`src/rtl/lut_pkg.sv`:
```
package lut_pkg;
   localparam int MAC_W    = 48;
   localparam int REG_AW   = 4;
   // Entry field positions (the search logic decodes these)
   localparam int TYPE_LSB = 60;
   localparam int SUBT_LSB = 62;
   localparam int SEC_BIT  = 64;
   localparam int BLK_BIT  = 65;
   localparam int DST_LSB  = 66;
   localparam int MC_BIT   = 40;
   // Control bit positions
   localparam int GC_EN     = 31;
   localparam int GC_CLR    = 30;
   localparam int GC_MODE   = 2;
   localparam int TC_COMMIT = 31;

   typedef enum logic [1:0] {
      ET_FREE  = 2'd0,
      ET_ADDR  = 2'd1,
      ET_VLAN  = 2'd2,
      ET_VADDR = 2'd3
   } ent_type_e;

   typedef enum logic [1:0] {
      PS_OFF   = 2'd0,
      PS_BLOCK = 2'd1,
      PS_LEARN = 2'd2,
      PS_FWD   = 2'd3
   } port_state_e;

   localparam logic [REG_AW-1:0] RA_GCTL = 4'd0;
   localparam logic [REG_AW-1:0] RA_TCTL = 4'd1;
   localparam logic [REG_AW-1:0] RA_W0   = 4'd2;
   localparam logic [REG_AW-1:0] RA_W1   = 4'd3;
   localparam logic [REG_AW-1:0] RA_W2   = 4'd4;
   localparam logic [REG_AW-1:0] RA_PST  = 4'd8;
endpackage

```
`src/rtl/lut_store.sv`:
```
module lut_store #(
   parameter int ENTRIES = 16,
   parameter int ENTRY_W = 69,
   parameter int IDX_W   = 4
) (
   input  logic               clk,
   input  logic               rst_n,
   input  logic               clr,
   input  logic               wr_en,
   input  logic [IDX_W-1:0]   wr_idx,
   input  logic [ENTRY_W-1:0] wr_data,
   input  logic [IDX_W-1:0]   rd_idx_a,
   output logic [ENTRY_W-1:0] rd_data_a,
   input  logic [IDX_W-1:0]   rd_idx_b,
   output logic [ENTRY_W-1:0] rd_data_b
);
   logic [ENTRIES-1:0][ENTRY_W-1:0] ent_arr;

   for (genvar i = 0; i < ENTRIES; i++) begin : g_ent
      logic [ENTRY_W-1:0] q;
      always_ff @(posedge clk) begin
         if (!rst_n || clr) begin
            q <= '0;
         end else if (wr_en && (wr_idx == IDX_W'(i))) begin
            q <= wr_data;
         end
      end
      assign ent_arr[i] = q;
   end

   assign rd_data_a = ent_arr[rd_idx_a];
   assign rd_data_b = ent_arr[rd_idx_b];
endmodule

```
`src/rtl/lut_regs.sv`:
```
module lut_regs
   import lut_pkg::*;
#(
   parameter int ENTRIES = 16,
   parameter int PORTS   = 3,
   parameter int ENTRY_W = 69,
   parameter int IDX_W   = 4
) (
   input  logic                    clk,
   input  logic                    rst_n,
   input  logic                    cfg_we,
   input  logic [REG_AW-1:0]       cfg_addr,
   input  logic [31:0]             cfg_wdata,
   output logic [31:0]             cfg_rdata,
   output logic                    eng_en,
   output logic                    tbl_clr,
   output logic                    tbl_wr,
   output logic [IDX_W-1:0]        tbl_idx,
   output logic [ENTRY_W-1:0]      tbl_wdata,
   input  logic [ENTRY_W-1:0]      tbl_rdata,
   output logic [PORTS-1:0][1:0]   port_st
);
   localparam int W0_W = ENTRY_W - 64;

   logic             mode_q;
   logic [IDX_W-1:0] idx_q;
   logic [W0_W-1:0]  w0_q;
   logic [31:0]      w1_q;
   logic [31:0]      w2_q;
   logic             wr_gctl;
   logic             wr_tctl;

   assign wr_gctl   = cfg_we && (cfg_addr == RA_GCTL);
   assign wr_tctl   = cfg_we && (cfg_addr == RA_TCTL);
   assign tbl_idx   = cfg_wdata[IDX_W-1:0];
   assign tbl_wr    = wr_tctl && cfg_wdata[TC_COMMIT];
   assign tbl_clr   = wr_gctl && cfg_wdata[GC_CLR];
   assign tbl_wdata = {w0_q, w1_q, w2_q};

   always_ff @(posedge clk) begin
      if (!rst_n) begin
         eng_en <= 1'b0;
         mode_q <= 1'b0;
         idx_q  <= '0;
         w0_q   <= '0;
         w1_q   <= '0;
         w2_q   <= '0;
      end else if (cfg_we) begin
         unique case (cfg_addr)
            RA_GCTL: begin
               eng_en <= cfg_wdata[GC_EN];
               mode_q <= cfg_wdata[GC_MODE];
            end
            RA_TCTL: begin
               idx_q <= cfg_wdata[IDX_W-1:0];
               if (!cfg_wdata[TC_COMMIT]) begin
                  {w0_q, w1_q, w2_q} <= tbl_rdata;
               end
            end
            RA_W0:   w0_q <= cfg_wdata[W0_W-1:0];
            RA_W1:   w1_q <= cfg_wdata;
            RA_W2:   w2_q <= cfg_wdata;
            default: ;
         endcase
      end
   end

   for (genvar p = 0; p < PORTS; p++) begin : g_pst
      logic [1:0] st_q;
      always_ff @(posedge clk) begin
         if (!rst_n) begin
            st_q <= PS_OFF;
         end else if (cfg_we && (cfg_addr == RA_PST + REG_AW'(p))) begin
            st_q <= cfg_wdata[1:0];
         end
      end
      assign port_st[p] = st_q;
   end

   always_comb begin
      cfg_rdata = '0;
      case (cfg_addr)
         RA_GCTL: begin
            cfg_rdata[GC_EN]   = eng_en;
            cfg_rdata[GC_MODE] = mode_q;
         end
         RA_TCTL: cfg_rdata[IDX_W-1:0] = idx_q;
         RA_W0:   cfg_rdata[W0_W-1:0]  = w0_q;
         RA_W1:   cfg_rdata = w1_q;
         RA_W2:   cfg_rdata = w2_q;
         default: begin
            for (int p = 0; p < PORTS; p++) begin
               if (cfg_addr == RA_PST + REG_AW'(p)) begin
                  cfg_rdata[1:0] = port_st[p];
               end
            end
         end
      endcase
   end
endmodule

```
`src/rtl/lut_search.sv`:
```
module lut_search
   import lut_pkg::*;
#(
   parameter int ENTRIES = 16,
   parameter int PORTS   = 3,
   parameter int ENTRY_W = 69,
   parameter int IDX_W   = 4,
   parameter int PORT_W  = 2
) (
   input  logic               clk,
   input  logic               rst_n,
   input  logic               eng_en,
   input  logic [PORTS-1:0]   fwd_set,
   input  logic               req,
   input  logic [MAC_W-1:0]   mac,
   input  logic [PORT_W-1:0]  port,
   output logic [IDX_W-1:0]   scan_idx,
   input  logic [ENTRY_W-1:0] scan_entry,
   output logic               busy,
   output logic               done,
   output logic               hit,
   output logic [PORTS-1:0]   mask
);
   localparam logic [IDX_W-1:0] LAST = IDX_W'(ENTRIES - 1);

   typedef enum logic {S_IDLE, S_SCAN} st_e;

   st_e               st_q;
   logic [IDX_W-1:0]  ptr_q;
   logic [MAC_W-1:0]  mac_q;
   logic [PORT_W-1:0] port_q;

   logic [1:0]        etype;
   logic              match;
   logic              finish;
   logic [PORTS-1:0]  uc_mask;
   logic [PORTS-1:0]  raw_mask;
   logic [PORTS-1:0]  ing_bit;
   logic              ing_ok;
   logic [PORTS-1:0]  res_mask;
   logic              unused_entry;

   assign etype = scan_entry[TYPE_LSB +: 2];
   assign match = ((etype == ET_ADDR) || (etype == ET_VADDR)) &&
                  (scan_entry[MAC_W-1:0] == mac_q);

   for (genvar p = 0; p < PORTS; p++) begin : g_dec
      assign uc_mask[p] = (scan_entry[DST_LSB +: 2] == 2'(p));
      assign ing_bit[p] = (port_q == PORT_W'(p));
   end

   always_comb begin
      if (!match) begin
         raw_mask = '1;
      end else if (scan_entry[MC_BIT]) begin
         raw_mask = scan_entry[DST_LSB +: PORTS];
      end else if (scan_entry[BLK_BIT]) begin
         raw_mask = '0;
      end else begin
         raw_mask = uc_mask;
      end
   end

   assign ing_ok   = |(fwd_set & ing_bit);
   assign res_mask = (eng_en && ing_ok) ? (raw_mask & fwd_set & ~ing_bit) : '0;
   assign finish   = !eng_en || match || (ptr_q == LAST);
   assign scan_idx = ptr_q;
   assign busy     = (st_q == S_SCAN);
   assign unused_entry = ^{scan_entry[SEC_BIT], scan_entry[SUBT_LSB +: 2]};

   always_ff @(posedge clk) begin
      if (!rst_n) begin
         st_q   <= S_IDLE;
         ptr_q  <= '0;
         mac_q  <= '0;
         port_q <= '0;
         done   <= 1'b0;
         hit    <= 1'b0;
         mask   <= '0;
      end else begin
         done <= 1'b0;
         case (st_q)
            S_IDLE: begin
               if (req) begin
                  mac_q  <= mac;
                  port_q <= port;
                  ptr_q  <= '0;
                  st_q   <= S_SCAN;
               end
            end
            S_SCAN: begin
               if (finish) begin
                  done <= 1'b1;
                  hit  <= eng_en && match;
                  mask <= res_mask;
                  st_q <= S_IDLE;
               end else begin
                  ptr_q <= ptr_q + 1'b1;
               end
            end
            default: st_q <= S_IDLE;
         endcase
      end
   end
endmodule

```
`src/rtl/addr_lookup_engine.sv`:
```
module addr_lookup_engine
   import lut_pkg::*;
#(
   parameter int ENTRIES = 16,
   parameter int PORTS   = 3
) (
   input  logic                     clk,
   input  logic                     rst_n,
   input  logic                     cfg_we,
   input  logic [3:0]               cfg_addr,
   input  logic [31:0]              cfg_wdata,
   output logic [31:0]              cfg_rdata,
   input  logic                     lk_req,
   input  logic [47:0]              lk_mac,
   input  logic [$clog2(PORTS)-1:0] lk_port,
   output logic                     lk_busy,
   output logic                     lk_done,
   output logic                     lk_hit,
   output logic [PORTS-1:0]         lk_mask
);
   localparam int IDX_W   = $clog2(ENTRIES);
   localparam int PORT_W  = $clog2(PORTS);
   localparam int ENTRY_W = DST_LSB + PORTS;

   if (PORTS < 2 || PORTS > 4) begin : g_bad_ports
      $error("PORTS must lie in 2..4");
   end
   if (ENTRIES < 2 || (1 << IDX_W) != ENTRIES) begin : g_bad_entries
      $error("ENTRIES must be a power of two of at least 2");
   end

   logic                   eng_en;
   logic                   tbl_clr;
   logic                   tbl_wr;
   logic [IDX_W-1:0]       tbl_idx;
   logic [ENTRY_W-1:0]     tbl_wdata;
   logic [ENTRY_W-1:0]     tbl_rdata;
   logic [IDX_W-1:0]       scan_idx;
   logic [ENTRY_W-1:0]     scan_entry;
   logic [PORTS-1:0][1:0]  port_st;
   logic [PORTS-1:0]       fwd_set;

   for (genvar p = 0; p < PORTS; p++) begin : g_fwd
      assign fwd_set[p] = (port_st[p] == PS_FWD);
   end

   lut_regs #(
      .ENTRIES (ENTRIES),
      .PORTS   (PORTS),
      .ENTRY_W (ENTRY_W),
      .IDX_W   (IDX_W)
   ) u_regs (
      .clk       (clk),
      .rst_n     (rst_n),
      .cfg_we    (cfg_we),
      .cfg_addr  (cfg_addr),
      .cfg_wdata (cfg_wdata),
      .cfg_rdata (cfg_rdata),
      .eng_en    (eng_en),
      .tbl_clr   (tbl_clr),
      .tbl_wr    (tbl_wr),
      .tbl_idx   (tbl_idx),
      .tbl_wdata (tbl_wdata),
      .tbl_rdata (tbl_rdata),
      .port_st   (port_st)
   );

   lut_store #(
      .ENTRIES (ENTRIES),
      .ENTRY_W (ENTRY_W),
      .IDX_W   (IDX_W)
   ) u_store (
      .clk       (clk),
      .rst_n     (rst_n),
      .clr       (tbl_clr),
      .wr_en     (tbl_wr),
      .wr_idx    (tbl_idx),
      .wr_data   (tbl_wdata),
      .rd_idx_a  (tbl_idx),
      .rd_data_a (tbl_rdata),
      .rd_idx_b  (scan_idx),
      .rd_data_b (scan_entry)
   );

   lut_search #(
      .ENTRIES (ENTRIES),
      .PORTS   (PORTS),
      .ENTRY_W (ENTRY_W),
      .IDX_W   (IDX_W),
      .PORT_W  (PORT_W)
   ) u_search (
      .clk        (clk),
      .rst_n      (rst_n),
      .eng_en     (eng_en),
      .fwd_set    (fwd_set),
      .req        (lk_req),
      .mac        (lk_mac),
      .port       (lk_port),
      .scan_idx   (scan_idx),
      .scan_entry (scan_entry),
      .busy       (lk_busy),
      .done       (lk_done),
      .hit        (lk_hit),
      .mask       (lk_mask)
   );
endmodule

```
`config.mk`:
```
export PLATFORM = sky130hd
export DESIGN_NAME = addr_lookup_engine
export DESIGN_NICKNAME = d
export VERILOG_FILES = /design/src/rtl/lut_pkg.sv /design/src/rtl/lut_store.sv /design/src/rtl/lut_regs.sv /design/src/rtl/lut_search.sv /design/src/rtl/addr_lookup_engine.sv
export SDC_FILE = /design/constraint.sdc
export NUM_CORES = 2
export LEC_CHECK = 0
export ABC_AREA = 1
export BUFFER_PORTS_ARGS = -buffer_cell sky130_fd_sc_hd__buf_2
export CORE_ASPECT_RATIO = 0.5
export CORE_UTILIZATION = 50
export DETAILED_ROUTE_END_ITERATION = 8
export HOLD_SLACK_MARGIN = 0.03
export PLACE_DENSITY = 0.71
export SYNTH_ARGS = -nofsm -noshare
export SYNTH_HDL_FRONTEND = slang
export SYNTH_SLANG_ARGS = --single-unit
```
`constraint.sdc`:
```
create_clock -name clk -period 2.25 [get_ports clk]
set_input_delay 0.45 -clock clk [delete_from_list [all_inputs] [get_ports clk]]
set_output_delay 0.45 -clock clk [all_outputs]
set_load 0.03 [all_outputs]
```
=== Word level (Yosys, flattened, before mapping) ===
Index checks and enable logic that the tools add are counted.

* Add/subtract/negate cells: 1
* Magnitude comparators: 2
* Equality and inequality tests: 36
* Multiplexer cells: 30
* Bitwise gates (word level): 5
* Reduce and logical (&&, ||, !) cells: 49

{| class="wikitable"
|+ Operators with widths
! kind !! number
|-
| $bmux 69 s4 || 2
|-
| $mux 69 || 2
|-
| $pmux 32 s2 || 2
|-
| $mux 32 || 2
|-
| $pmux 26 s2 || 1
|-
| $eq 4x4->1 const B || 12
|-
| $eq 48x48->1 || 1
|-
| $logic_and 1x1->1 || 26
|-
| $eq 4x3->1 const B || 5
|-
| $eq 4x2->1 const B || 4
|-
| $eq 2x2->1 const B || 6
|-
| $mux 3 || 4
|-
| $reduce_and 2->1 || 6
|-
| $lt 4x5->1 const B || 2
|-
| $pmux 2 s5 || 1
|-
| $pmux 5 s2 || 1
|-
| $and 3x3->3 || 3
|-
| $reduce_and 3->1 || 3
|-
| $eq 4x1->1 const B || 2
|-
| $logic_not 4->1 || 2
|-
| $mux 4 || 2
|-
| $pmux 4 s2 || 1
|-
| $eq 2x1->1 const B || 3
|-
| $mux 2 || 3
|-
| other kinds (15) || 27
|}

* Flip-flop bits (word level): 1245
* Input bits: 90
* Output and inout bits: 38
* Word-level logic and storage cells: 155

=== Longest topological paths before layout ===
* Word-level depth: 9
* Gate-level depth with buffers: 21
* Gate-level depth less buffers: 19

=== By module ===
From an unflattened synthesis, not the netlist that was laid out.

* Cells, all modules: 12049
* Area total of the unflattened synthesis: 70781.6 um^2

{| class="wikitable"
|+ Modules (own cells, without submodules)
! module !! times used !! cells each !! area an instance (um^2) !! sequential area each (um^2)
|-
| lut_store || 1 || 10659 || 62588.8 || 22101.2
|-
| lut_regs || 1 || 774 || 4591.9 || 1621.6
|-
| lut_search || 1 || 610 || 3578.4 || 1201.2
|-
| addr_lookup_engine || 1 || 6 || 22.5 || 0.0
|}

=== Least setup slack after synthesis ===
OpenSTA, ideal clock, no wires.

* Kind: input-to-output
* From: in cfg_addr[0]
* To: out cfg_rdata[10]
* Arrival: 2.226 ns
* Required time: 1.800 ns
* Setup slack: -0.426 ns
* Stages: 8
* Buffers on the path: 3
* Cell sequence: nor2_1 inv_1 nor3_1 inv_1 clkbuf_1 buf_1 buf_1 o22ai_1

* Word-level cells in the longest chain between the ends: 2
* Elaborated cells on any way between the ends: 3
* Those cells by class: 2 x eq/ne; 1 x mux

{| class="wikitable"
|+ Ends and longest elaborated chain
! what !! RTL line !! RTL
|-
| start, declared || addr_lookup_engine.sv:10 || <nowiki>input logic [3:0] cfg_addr,</nowiki>
|-
| $eq 4x3->1 or $eq 4x2->1 (tied branches) || lut_regs.sv:82 || <nowiki>case (cfg_addr)</nowiki>
|-
| $pmux 26 s2 * || lut_regs.sv:82 ||
|-
| end, declared || addr_lookup_engine.sv:12 || <nowiki>output logic [31:0] cfg_rdata,</nowiki>
|}

Mark *: on every way between the ends. The rest lies on a longest branch, timed or not.

=== Worst setup path in the final report ===
* From: reg u_search.ptr_q[0] (netlist: u_search.scan_idx[0])
* To: reg u_search.mask[1]

* Word-level cells in the longest chain between the ends: 9
* Elaborated cells on any way between the ends: 18
* Those cells by class: 5 x eq/ne; 6 x mux; 2 x bitwise; 5 x reduce/logical

{| class="wikitable"
|+ Ends and longest elaborated chain
! what !! RTL line !! RTL
|-
| start, declared || lut_search.sv:29 || <nowiki>logic [IDX_W-1:0] ptr_q;</nowiki>
|-
| start signal, assigned || lut_search.sv:98 || <nowiki>ptr_q <= ptr_q + 1'b1;</nowiki>
|-
| branches (longest 9 deep; another with $bmux 69 s4) || n/a ||
|-
| end signal, assigned || lut_search.sv:95 || <nowiki>mask <= res_mask;</nowiki>
|-
| end, declared || lut_search.sv:22 || <nowiki>output logic [PORTS-1:0] mask</nowiki>
|}

Several ways; the timed one is not identified. The select of a mux whose other input is x is not followed.
A chain may end at the register's enable or synchronous reset.

==> impl_metrics.tcl <==
set metrics [dict create \
    syn_area_sq_mm 0.0608 \
    place_congestion 0.988 \
    preCtsSetupSlack_ns -0.857 \
    yosys_register_bits 1245 \
    initialDrtViolationCount 10160 \
    clk_path_buf_depth 3 \
    floorplan.rows 89 \
    yosysWarningCount 0 \
    dr.pass1.iters 9 \
    cpPeakStageDelay_ns 0.36 \
    rsz0062_at_grt "true" \
    nets 8942 \
    drc 0 \
    skew_ns 0.0375 \
    cts_tree "done" \
    max_cap_violations 0 \
    arrival_ns 3.56 \
    cts_root_buffer "clkbuf_16" \
    leakagePower_nw 27.6 \
    nFillCells 9864 \
    numCtsBuffers 113 \
    yosys.area.top_type_share 0.410 \
    synth_area_leaders "dfxtp_1 (41%), a211oi_1 (14%), nand2_1 (8.1%), nor2_1 (7.5%), nand3_1 (5.0%)" \
    ys.flop_type "dfxtp_1" \
    fmaxAchievable_ghz 0.343 \
    die_area_sq_mm 0.123 \
    wirelength_um 255000 \
    drive_above_1_share 0.195 \
    clkTransAtPathRegs_ns 0.07 \
    die_h_um 249 \
    wire_per_inst_um 24.2 \
    grt_max_degree 79 \
    status "finished, violations left" \
    vias 65623 \
    hpwlAfterDp_um 168000 \
    yosysTopAreaCell "dfxtp_1" \
    fin_cells 10543 \
    antenna_left 0 \
    fin_crit_ns 2.92 \
    critPathKind "reg -> reg" \
    dp.cells 10229 \
    area.growth.synth_to_final_pct 28.5 \
    synth_nets 8380 \
    routed_via_density 6.22 \
    async_flop_share 0 \
    pin_count 128 \
    ys_seq_area_frac 0.410 \
    worst-path-max-fanout 8 \
    grt_pass1_wl_um 375000 \
    hold_class "in -> reg" \
    crit_path_end_kind "flip-flop" \
    min_path_cells 3 \
    htreeDepth 3 \
    grt-ovfl-total 0 \
    die_w_um 495 \
    syn_inst 8289 \
    synth_edf_count 0 \
    core_area_sq_mm 0.119 \
    worstPathRequired_ns 2.90 \
    antenna_found_initial 9 \
    p_per_area_mw_per_mm2 591 \
    slew_headroom 0.429 \
    ys_types 46 \
    clk_latency_ns 0.77 \
    grt_usage 0.397 \
    initial_core_util 0.510 \
    hold_violations 0 \
    report.final.slew_viol_count 0 \
    worstPathCellList "buf_12 -> buf_16 -> buf_12 -> buf_16 -> o211ai_2 -> nand3_2 -> nand3_2 -> nand2_1 -> nand2_2 -> nand2_4 -> nor2_4 -> buf_6 -> nand2_2 -> nor2_1 -> nand2_1 -> nor2_4 -> nand2_4 -> buf_6 -> o21ai_4 -> o21ai_1" \
    rr_worst_depth 20 \
    critPathLaunchType "flip-flop" \
    worst_slack_ns -0.668 \
    avgSynthCellArea_sq_um 7.33 \
    clkSinkCount 1245 \
    grt_pass1_vias 59209 \
    period_share 1.30 \
    port_buffers 127 \
    finalSetupViolations 42 \
    tightest_slew_ns 0.847 \
    violations "negative setup slack" \
    cp_slowest_cell "dfxtp_4" \
    max-vdd-ir-drop_v 0.000560 \
    reg2reg_setup_slack_ns -0.67 \
]
-- layout by cell type (no fill, tap or decap), types with 17 or more instances in the layout --
cell,count
nand2_1,1256
dfxtp_1,1232
nor2_1,1177
a211oi_1,1103
buf_4,791
nand3_1,550
inv_1,549
o21ai_0,290
buf_12,277
o211ai_1,271
a21oi_1,219
a22oi_1,210
clkbuf_16,123
buf_2,88
o22ai_1,68
buf_6,58
a31oi_1,57
clkinv_1,56
nand3_2,53
nand4_1,48
o211ai_2,46
nand2_2,40
o221ai_1,36
clkinv_2,34
nor2_4,30
buf_16,29
o22ai_4,28
clkbuf_8,23
o21ai_1,18
clkbuf_1,17
-- power breakdown --
group	internal (mW)	switching [mW]	leakage, nW
registers	22.1	0.0727	10.0
clock network	11.5	9.27	1.89
logic	1.06	2.20	15.6
-- synth_stat cells, types with 3 or more instances --
cell and number:
nor4_1 8, buf_4 43, or2_0 7, nand3_1 606, inv_2 12, a22oi_1 210
a31oi_1 57, o21ai_0 299, nor2_1 1212, nand4_1 48, inv_1 560, nand2_1 1309
a31o_2 3, clkinv_1 63, a21oi_1 221, a2111oi_0 3, nor3_1 10, o211ai_2 46
buf_1 69, dfxtp_1 1245, buf_2 286, clkbuf_1 399, o211ai_1 271, o22ai_1 97
buf_6 26, a211oi_1 1104, o21ai_1 12, o221ai_1 39
-- cell type report --
class	instances	area, sq um	share of cell area
repair inverters	1	16.3	0.000208
multi-input cells	5584	30900	0.396
repair buffers	1270	13800	0.177
clock buffers	156	3280	0.0420
clock inverters	54	601	0.00769
inverters	636	2460	0.0315
diodes	5	12.5	0.000160
flip-flops and latches	1245	25000	0.319
well taps	1592	1990	0.0255
-- logic make-up after synthesis --
family | share of synthesized area
and+or+nand+nor | 0.215
AOI/OAI and AO/OA | 0.273
buffers and inverters | 0.102
DFF | 0.410
xor gates and xnor gates | 0.000288
adders and majority gates | 0.000206
-- worst max-delay path: cells and delay by family (launching register included) --
kind / cells / cell delay (ns)
AOI/OAI and AO/OA: 3 / 0.40
buffers and inverters: 6 / 0.90
DFF: 1 / 0.36
and+or+nand+nor: 11 / 1.11
-- state kept, by name, indices dropped and copies added, names as in the netlist, 2 cells and up --
signal	count
u_regs.g_pst.st_q	6
u_regs.idx_q	4
u_regs.w0_q	5
u_regs.w1_q	32
u_regs.w2_q	32
u_search.mac_q	48
u_search.mask	3
u_search.port_q	2
u_search.scan_idx	4
u_store.g_ent.q	1104
-- metal layers --
| layer | vias up | wire length, um | GRT usage |
|---|---|---|---|
| met2 | 4289 | 102000 | 0.547 |
| li1 | 30093 | - | - |
| met3 | 854 | 36100 | 0.117 |
| met5 | - | 57 | 0 |
| met4 | 8 | 13500 | 0.196 |
| met1 | 30379 | 103000 | 0.557 |
-- through the flow --
step / util / hold slack (ns) / setup TNS [ns] / power, mW / cell area (sq um)
6_report: 0.655 / 0.0523 / -11.07 / 46.2 / 78100
5_1_grt: 0.655 / 0.0726 / -12.17 / 47.2 / 78100
4_1_cts: 0.649 / 0.0301 / -6.35 / 45.9 / 77300
3_5_place_dp: 0.598 / 0.453 / -201.32 / 25.5 / 71200
3_3_place_gp: 0.598 / 0.453 / -151.14 / 25.5 / 71200
2_1_floorplan: - / 0.437 / -0.412 / 23.8 / 61100
-- worst paths after layout --
| check | from | to |
|---|---|---|
| worst max-delay path | u_search.scan_idx[0]$_SDFFE_PN0P_ | u_search.mask[1]$_SDFFE_PN0P_ |
| worst min register to register | u_search.mac_q[6]$_SDFFE_PN0P_ | u_search.mac_q[6]$_SDFFE_PN0P_ |
| worst min-delay path | lk_mac[2] | u_search.mac_q[2]$_SDFFE_PN0P_ |
| worst max register to register | u_search.scan_idx[0]$_SDFFE_PN0P_ | u_search.mask[1]$_SDFFE_PN0P_ |
-- repair_timing --
item,CTS,global route
endpoints found under the hold margin,12,0
gates cloned,22,7
hold buffers,11,0
pin swaps,61,61
buffers inserted,40,26
gates resized for setup,286,121
setup endpoints to repair,42,42
Power figures use the tool's default switching activity.
